**src/rtl/asram_pkg.sv**
```systemverilog
package asram_pkg;

  typedef enum logic [2:0] {
    ST_IDLE  = 3'd0,
    ST_WTURN = 3'd1,
    ST_WSTRB = 3'd2,
    ST_RSTRB = 3'd3,
    ST_RECOV = 3'd4
  } ctl_state_t;

  // Whole clock cycles that cover a time span, never fewer than one.
  function automatic int span_cycles(input int span_ns, input int clk_ns);
    int c;
    c = (span_ns + clk_ns - 1) / clk_ns;
    return (c < 1) ? 1 : c;
  endfunction

  function automatic int max2(input int a, input int b);
    return (a > b) ? a : b;
  endfunction

endpackage

```
**src/rtl/asram_rstsync.sv**
```systemverilog
module asram_rstsync (
  input  logic clk,
  input  logic rst_n,
  output logic rst_sync_n
);

  logic [1:0] sync_q;

  always_ff @(posedge clk or negedge rst_n) begin
    if (!rst_n) begin
      sync_q <= 2'b00;
    end else begin
      sync_q <= {sync_q[0], 1'b1};
    end
  end

  assign rst_sync_n = sync_q[1];

endmodule

```
**src/rtl/asram_seq.sv**
```systemverilog
module asram_seq
  import asram_pkg::*;
#(
  parameter int WR_CYC   = 3,
  parameter int RD_CYC   = 3,
  parameter int TURN_CYC = 2,
  localparam int MAX_CYC = max2(max2(WR_CYC, RD_CYC), TURN_CYC),
  localparam int CW      = (MAX_CYC > 1) ? $clog2(MAX_CYC) : 1
) (
  input  logic clk,
  input  logic rst_n,
  input  logic req,
  input  logic req_wr,
  output logic accept,
  output logic capture,
  output logic cs_n,
  output logic we_n,
  output logic dq_oe,
  output logic busy,
  output logic done
);

  ctl_state_t      state_q, state_d;
  logic [CW-1:0]   cnt_q, cnt_d;
  logic            wr_q, wr_d;
  logic            cs_n_d, we_n_d, dq_oe_d, busy_d, done_d;

  // Next-state logic
  always_comb begin
    state_d = state_q;
    cnt_d   = cnt_q;
    accept  = 1'b0;
    capture = 1'b0;
    unique case (state_q)
      ST_IDLE: begin
        if (req) begin
          accept = 1'b1;
          if (req_wr) begin
            state_d = ST_WTURN;
            cnt_d   = CW'(TURN_CYC - 1);
          end else begin
            state_d = ST_RSTRB;
            cnt_d   = CW'(RD_CYC - 1);
          end
        end
      end
      ST_WTURN: begin
        if (cnt_q == '0) begin
          state_d = ST_WSTRB;
          cnt_d   = CW'(WR_CYC - 1);
        end else begin
          cnt_d = cnt_q - 1'b1;
        end
      end
      ST_WSTRB: begin
        if (cnt_q == '0) state_d = ST_RECOV;
        else             cnt_d   = cnt_q - 1'b1;
      end
      ST_RSTRB: begin
        if (cnt_q == '0) begin
          state_d = ST_RECOV;
          capture = 1'b1;
        end else begin
          cnt_d = cnt_q - 1'b1;
        end
      end
      ST_RECOV: state_d = ST_IDLE;
      default:  state_d = ST_IDLE;
    endcase
  end

  // Registered strobes decoded from the next state
  always_comb begin
    wr_d    = accept ? req_wr : wr_q;
    cs_n_d  = !((state_d == ST_WSTRB) || (state_d == ST_RSTRB));
    we_n_d  = !((state_d == ST_WTURN) || (state_d == ST_WSTRB));
    dq_oe_d = (state_d == ST_WSTRB) || ((state_d == ST_RECOV) && wr_d);
    busy_d  = (state_d != ST_IDLE);
    done_d  = (state_d == ST_RECOV);
  end

  always_ff @(posedge clk or negedge rst_n) begin
    if (!rst_n) begin
      state_q <= ST_IDLE;
      cnt_q   <= '0;
      wr_q    <= 1'b0;
      cs_n    <= 1'b1;
      we_n    <= 1'b1;
      dq_oe   <= 1'b0;
      busy    <= 1'b0;
      done    <= 1'b0;
    end else begin
      state_q <= state_d;
      cnt_q   <= cnt_d;
      wr_q    <= wr_d;
      cs_n    <= cs_n_d;
      we_n    <= we_n_d;
      dq_oe   <= dq_oe_d;
      busy    <= busy_d;
      done    <= done_d;
    end
  end

endmodule

```
**src/rtl/asram_dpath.sv**
```systemverilog
module asram_dpath #(
  parameter int AW = 16,
  parameter int DW = 4
) (
  input  logic          clk,
  input  logic          rst_n,
  input  logic          accept,
  input  logic          capture,
  input  logic [AW-1:0] req_addr,
  input  logic [DW-1:0] req_wdata,
  input  logic [DW-1:0] mem_dq_i,
  output logic [AW-1:0] mem_addr,
  output logic [DW-1:0] mem_dq_o,
  output logic [DW-1:0] rd_data
);

  logic [AW-1:0] addr_d;
  logic [DW-1:0] wdat_d, rdat_d;

  always_comb begin
    addr_d = accept  ? req_addr  : mem_addr;
    wdat_d = accept  ? req_wdata : mem_dq_o;
    rdat_d = capture ? mem_dq_i  : rd_data;
  end

  always_ff @(posedge clk or negedge rst_n) begin
    if (!rst_n) begin
      mem_addr <= '0;
      mem_dq_o <= '0;
      rd_data  <= '0;
    end else begin
      mem_addr <= addr_d;
      mem_dq_o <= wdat_d;
      rd_data  <= rdat_d;
    end
  end

endmodule

```
**src/rtl/asram_ctrl.sv**
```systemverilog
module asram_ctrl
  import asram_pkg::*;
#(
  parameter int AW        = 16,
  parameter int DW        = 4,
  parameter int CLK_NS    = 10,
  parameter int T_WCYC_NS = 25,
  parameter int T_RCYC_NS = 25,
  parameter int T_CSZ_NS  = 15,
  parameter int T_WEZ_NS  = 8
) (
  input  logic          clk,
  input  logic          rst_n,
  input  logic          req,
  input  logic          req_wr,
  input  logic [AW-1:0] req_addr,
  input  logic [DW-1:0] req_wdata,
  output logic [DW-1:0] rd_data,
  output logic          done,
  output logic          busy,
  output logic [AW-1:0] mem_addr,
  output logic          mem_cs_n,
  output logic          mem_we_n,
  output logic [DW-1:0] mem_dq_o,
  output logic          mem_dq_oe,
  input  logic [DW-1:0] mem_dq_i
);

  localparam int WR_CYC   = span_cycles(T_WCYC_NS, CLK_NS);
  localparam int RD_CYC   = span_cycles(T_RCYC_NS, CLK_NS);
  localparam int TURN_CYC = span_cycles(max2(T_CSZ_NS, T_WEZ_NS), CLK_NS);

  logic rst_sync_n;
  logic accept, capture;

  asram_rstsync u_rst (
    .clk        (clk),
    .rst_n      (rst_n),
    .rst_sync_n (rst_sync_n)
  );

  asram_seq #(
    .WR_CYC   (WR_CYC),
    .RD_CYC   (RD_CYC),
    .TURN_CYC (TURN_CYC)
  ) u_seq (
    .clk     (clk),
    .rst_n   (rst_sync_n),
    .req     (req),
    .req_wr  (req_wr),
    .accept  (accept),
    .capture (capture),
    .cs_n    (mem_cs_n),
    .we_n    (mem_we_n),
    .dq_oe   (mem_dq_oe),
    .busy    (busy),
    .done    (done)
  );

  asram_dpath #(
    .AW (AW),
    .DW (DW)
  ) u_dpath (
    .clk       (clk),
    .rst_n     (rst_sync_n),
    .accept    (accept),
    .capture   (capture),
    .req_addr  (req_addr),
    .req_wdata (req_wdata),
    .mem_dq_i  (mem_dq_i),
    .mem_addr  (mem_addr),
    .mem_dq_o  (mem_dq_o),
    .rd_data   (rd_data)
  );

endmodule

```
**config.mk**
```make
export PLATFORM = sky130hd
export DESIGN_NAME = asram_ctrl
export DESIGN_NICKNAME = d
export VERILOG_FILES = /design/src/rtl/asram_pkg.sv /design/src/rtl/asram_rstsync.sv /design/src/rtl/asram_seq.sv /design/src/rtl/asram_dpath.sv /design/src/rtl/asram_ctrl.sv
export SDC_FILE = /design/constraint.sdc
export NUM_CORES = 1
export LEC_CHECK = 0
export ABC_AREA = 1
export BUFFER_PORTS_ARGS = -buffer_cell sky130_fd_sc_hd__buf_2
export CORE_MARGIN = 2
export CORE_UTILIZATION = 40
export CTS_CLUSTER_SIZE = 10
export DETAILED_ROUTE_END_ITERATION = 6
export GPL_TIMING_DRIVEN = 0
export PLACE_DENSITY_LB_ADDON = 0.25
export SLEW_MARGIN = 20
export SYNTH_ARGS = -nofsm -noshare
export SYNTH_HDL_FRONTEND = slang
export SYNTH_HIERARCHICAL = 1
export SYNTH_SLANG_ARGS = --single-unit
```
**constraint.sdc**
```tcl
create_clock -name clk -period 1.4 [get_ports clk]
set_input_delay 0.07 -clock clk [delete_from_list [all_inputs] [get_ports clk]]
set_output_delay 0.07 -clock clk [all_outputs]
set_load 0.1 [all_outputs]
```
# Word level (Yosys, flattened, before mapping)
# Cells that the tools add are included.
# classes
addsub	1
n_eq_ne	9
mux	15
n_reduce_logical	12
# op_table
cell	n
== test 3 x 2 -> 1 bit (second input constant)	4
2-to-1 mux 2 bit	5
2-to-1 mux 3 bit	3
one-hot mux 3 bit (3 select lines)	1
== test 3 x 1 -> 1 bit (second input constant)	2
one-hot mux 2 bit (3 select lines)	1
nonzero test 3 bit	2
2-to-1 mux 1 bit	5
inequality test 2 bit (second input constant)	2
== test 3 bit (second input constant)	1
zero test 3 bit	1
logical OR 1 bit	3
AND reduction 3 bit	1
zero test 1 bit	2
zero test 2 bit	1
OR reduction 2 bit	1
subtractor 2 x 1 -> 2 bit (second input constant)	1
logical AND 1 bit	1
# word_totals
reg_bits	37
wordCells	49

# Longest topological paths before layout
# logic_depth
word_depth	6
ltp_mapped	9

# Modules after synthesis
# Netlist, hierarchy kept.
# by_module_without_submodules
mod	instances	cells_per_inst	area_per_inst_um2
asram_dpath	1	102	915.9
asram_seq	1	68	581.8
asram_rstsync	1	3	53.8

# Least setup slack after synthesis
# OpenSTA, ideal clock, no wires.
# synth_path
path_kind	reg-to-reg
startpoint	reg u_seq.cnt_q[0]
endpoint	reg u_dpath.rd_data[0]
arrival_ns	1.403
required_time_ns	1.278
path_slack_ns	-0.126
path_stages_with_launch	10
synth_period_minus_slack_ns	1.526
path_cell_list	dfrtp_1 -> inv_1 -> ha_1 -> inv_1 -> nor2_2 -> inv_2 -> nor2_1 -> inv_1 -> nand2_1 -> nand2_1
# synth_between
elab_chain_len	3
# synth_lines
element	line_no	text
start: declaration	asram_seq.sv:24	logic [CW-1:0] cnt_q, cnt_d;
start signal: assignment	asram_seq.sv:94	cnt_q <= cnt_d;
zero test 2 bit	asram_seq.sv:60	if (cnt_q == '0) begin
2-to-1 mux 1 bit	asram_seq.sv:60	
2-to-1 mux 1 bit	asram_seq.sv:34	unique case (state_q)
net capture	asram_ctrl.sv:34	logic accept, capture;
end signal: assignment	asram_dpath.sv:34	rd_data <= rdat_d;
end: declaration	asram_dpath.sv:14	output logic [DW-1:0] rd_data
# The timed path passes the listed nets, and every way through them passes these cells.
# A chain may end at the register's enable or synchronous reset.

# Worst setup path in the final report
# layout_path
startpoint	reg u_seq.state_q[2]
endpoint	reg u_dpath.mem_dq_o[0]
# layout_between
elab_chain_len	2
# layout_lines
element	line_no	text
start: declaration	asram_seq.sv:23	ctl_state_t state_q, state_d;
start signal: assignment	asram_seq.sv:93	state_q <= state_d;
zero test 3 bit	asram_seq.sv:34	
2-to-1 mux 1 bit	asram_seq.sv:34	
net accept	asram_ctrl.sv:34	
end signal: assignment	asram_dpath.sv:33	mem_dq_o <= wdat_d;
end: declaration	asram_dpath.sv:13	output logic [DW-1:0] mem_dq_o,
# The timed path passes the listed nets, and every way through them passes these cells.

==> results.json <==
{
  "outcome": "finished, final reports clean",
  "finish.utilization_pct": 60.7,
  "cp.depth": 7,
  "grt_pass1_vias": 1306,
  "drt-vias-per-instance": 4.40,
  "worstSetupStartpointType": "flop",
  "crit_path_max_incr_delay_ps": 440,
  "drt_wl_total_um": 3350,
  "cts_tree": "built",
  "hold_depth": 3,
  "place_congestion": 0.921,
  "drive_gt1_share_pct": 35.2,
  "crit_path_frequent_cell": "nand2_1",
  "io_buffers": 56,
  "fin_crit_sh_pct": 92.0,
  "nFillCells": 331,
  "finalHoldViolations": 0,
  "min_period_ps": 1290,
  "cts_buffers": 5,
  "required_ps": 1570,
  "relSlewSlack_pct": 51.7,
  "grt.overflow.total": 0,
  "yosysWarningCount": 6,
  "coreArea_mm2": 0.00369,
  "min_to": "u_dpath/mem_addr[8]",
  "r2r-start": "u_seq/state_q[2]",
  "regToRegEndpoint": "u_dpath/mem_dq_o[0]",
  "cp_top_family": "flip-flops",
  "grt_start_max_net_pins": 36,
  "reg2regPathDepth": 7,
  "synth_cells": 173,
  "ys_ff_latch": 37,
  "insertion_delay_ps": 280,
  "maxCapViolCount": 0,
  "initial_core_util_pct": 42.1,
  "clk_pin_slew_ps": 70,
  "multi_input_area_um2": 547,
  "final-setup-viol-count": 0,
  "ys_types": 19,
  "finalMaxSlewViolations": 0,
  "drc": 0,
  "clock_sinks": 37,
  "crit_slowest_cell": "dfrtp_1",
  "synth_edf_count": 0,
  "diodes": 0,
  "regArea_um2": 930,
  "ant_nets": 0,
  "arrival_ps": 1460,
  "rows": 22,
  "synth_ff_type": "dfrtp_1",
  "hp-start": "req_addr[8]",
  "clk_path_buf_depth": 2,
  "min_path_type": "primary input to flop",
  "reg2reg_slack_ps": 110,
  "grt_pass1_wl_um": 5450,
  "pre_cts_slack_ps": -164,
  "fin_ws_ps": 112,
  "fin_skew_ps": 6.63,
  "htree_levels": 2,
  "crit_path_max_fanout": 10,
  "die_w_um": 66.3,
  "vias": 1360,
  "syn-cell-area_mm2": 0.00155,
  "worstSetupEndpointType": "flop",
  "drt_iter0_drc": 81,
  "synth_fp_nets": 203,
  "setup.worst_path.class": "flop to flop",
  "layout.nets": 290,
  "io_pins": 57,
  "setup_tns_ps": 0,
  "hpwl_um": 2260,
  "clock.fmax_mhz": 776,
  "yosysSeqAreaShare_pct": 59.8,
  "routedWlPerCell_um": 10.8,
  "root_buffer": "clkbuf_8",
  "first_pass_iters": 5,
  "rsz0062_at_grt": "no",
  "synth.avg_cell_area_um2": 8.97,
  "tightest_slew_ps": 725,
  "path_cells": "nor2_4, nand3_2, inv_1, inv_2, buf_6, nand2_1, nand2_1",
  "grt.total_usage_pct": 16.6,
  "die_area_mm2": 0.00439,
  "antenna_found_initial": 0,
  "instances_no_fill": 309,
  "placed_cells": 277,
  "die_y_um": 66.3,
  "area_delta_synth_final_pct": 44.2,
  "async_reset_ff_share_pct": 100,
  "cp.buffers_inverters": 3
}
cell usage after synthesis, types with 2 or more instances:
| library cell | number | area [um2] |
|---|---|---|
| dfrtp_1 | 35 | 876 |
| nand3_1 | 5 | 25.0 |
| inv_1 | 11 | 41.3 |
| dfstp_2 | 2 | 52.6 |
| nand2_2 | 3 | 18.8 |
| buf_4 | 2 | 15.0 |
| buf_6 | 2 | 22.5 |
| nand2_1 | 90 | 338 |
| ha_1 | 2 | 25.0 |
| o21ai_4 | 2 | 32.5 |
| inv_2 | 6 | 22.5 |
| nand3_2 | 3 | 30.0 |
| nor2_1 | 4 | 15.0 |
kinds of logic (layout without fill, tap and decap cells):
logic type	Yosys count	after routing	synth area share, %
DFF	37	37	59.8
and+or+nand+nor	108	108	29.0
adders and majority gates	2	2	1.61
buffers and inverters	21	109	6.53
other	1	1	0.242
AOI/OAI and AO/OA	4	4	2.74
flip-flops by register name, indices dropped and copies added (netlist names):
register / count
u_rst/sync_q: 2
u_seq/busy: 1
u_dpath/rd_data: 4
u_seq/cnt_q: 2
u_seq/dq_oe: 1
u_seq/done: 1
u_seq/cs_n: 1
u_dpath/mem_addr: 16
u_dpath/mem_dq_o: 4
u_seq/wr_q: 1
u_seq/we_n: 1
u_seq/state_q: 3
area by class of cell:
| cell class | count | area share [%] |
|---|---|---|
| Sequential cell | 37 | 41.6 |
| Clock inverter | 1 | 0.224 |
| Multi-Input combinational cell | 115 | 24.4 |
| Timing Repair Buffer | 80 | 23.2 |
| Buffer | 4 | 1.68 |
| Tap cell | 48 | 2.68 |
| Inverter | 17 | 2.85 |
| Clock buffer | 7 | 3.41 |
metrics by stage:
stage               area [um2]  hold slack (ps)
finish                    2240             9.37
global route              2240             1.23
CTS                       2240             4.55
detailed placement        1910             -143
global placement          1910             -144
floorplan                 1570             -226
layout by cell type, fill, tap and decap left out, types with 5 or more instances in the layout:
master	n
inv_1	7
dlygate4sd3_1	23
buf_2	56
nand3_1	5
inv_2	10
clkbuf_8	5
dfrtp_1	34
nand2_1	90
worst max path at each step:
| stage | from | to | slack [ps] |
|---|---|---|---|
| after floorplan | u_seq/cnt_q[0] | u_dpath/rd_data[0] | 20 |
| after global placement | u_seq/cnt_q[0] | u_dpath/rd_data[1] | -150 |
| after detailed placement | u_seq/cnt_q[0] | u_dpath/rd_data[2] | -160 |
| after CTS | u_seq/cnt_q[1] | u_dpath/rd_data[0] | 20 |
| after global routing | u_seq/state_q[1] | u_dpath/mem_addr[3] | 10 |
| final | u_seq/state_q[2] | u_dpath/mem_dq_o[0] | 110 |
repair_timing:
item,in CTS,in global routing
endpoints found under the hold margin,24,0
gates resized for setup,3,3
buffers inserted,1,0
setup endpoints to repair,4,4
hold buffers,23,0
pin swaps,1,3
worst min-delay path, delay by kind of cell:
kind                   cells  cell delay, ps
AND/OR/NAND/NOR            2             120
buffers and inverters      1              80
metal layers:
metal | track usage (%) | part of all wire [%] | up-vias | wire (um)
li1 | - | - | 692 | -
met4 | 9.44 | 2.2 | 0 | 73
met3 | 3.75 | 5.3 | 7 | 178
met2 | 27.5 | 50 | 41 | 1670
met1 | 19.7 | 43 | 620 | 1420
met5 | 0 | 0 | - | 0
Power is left out: the tool's default activity adds up to more than one toggle a clock period on the data nets, which glitch-free logic cannot reach.
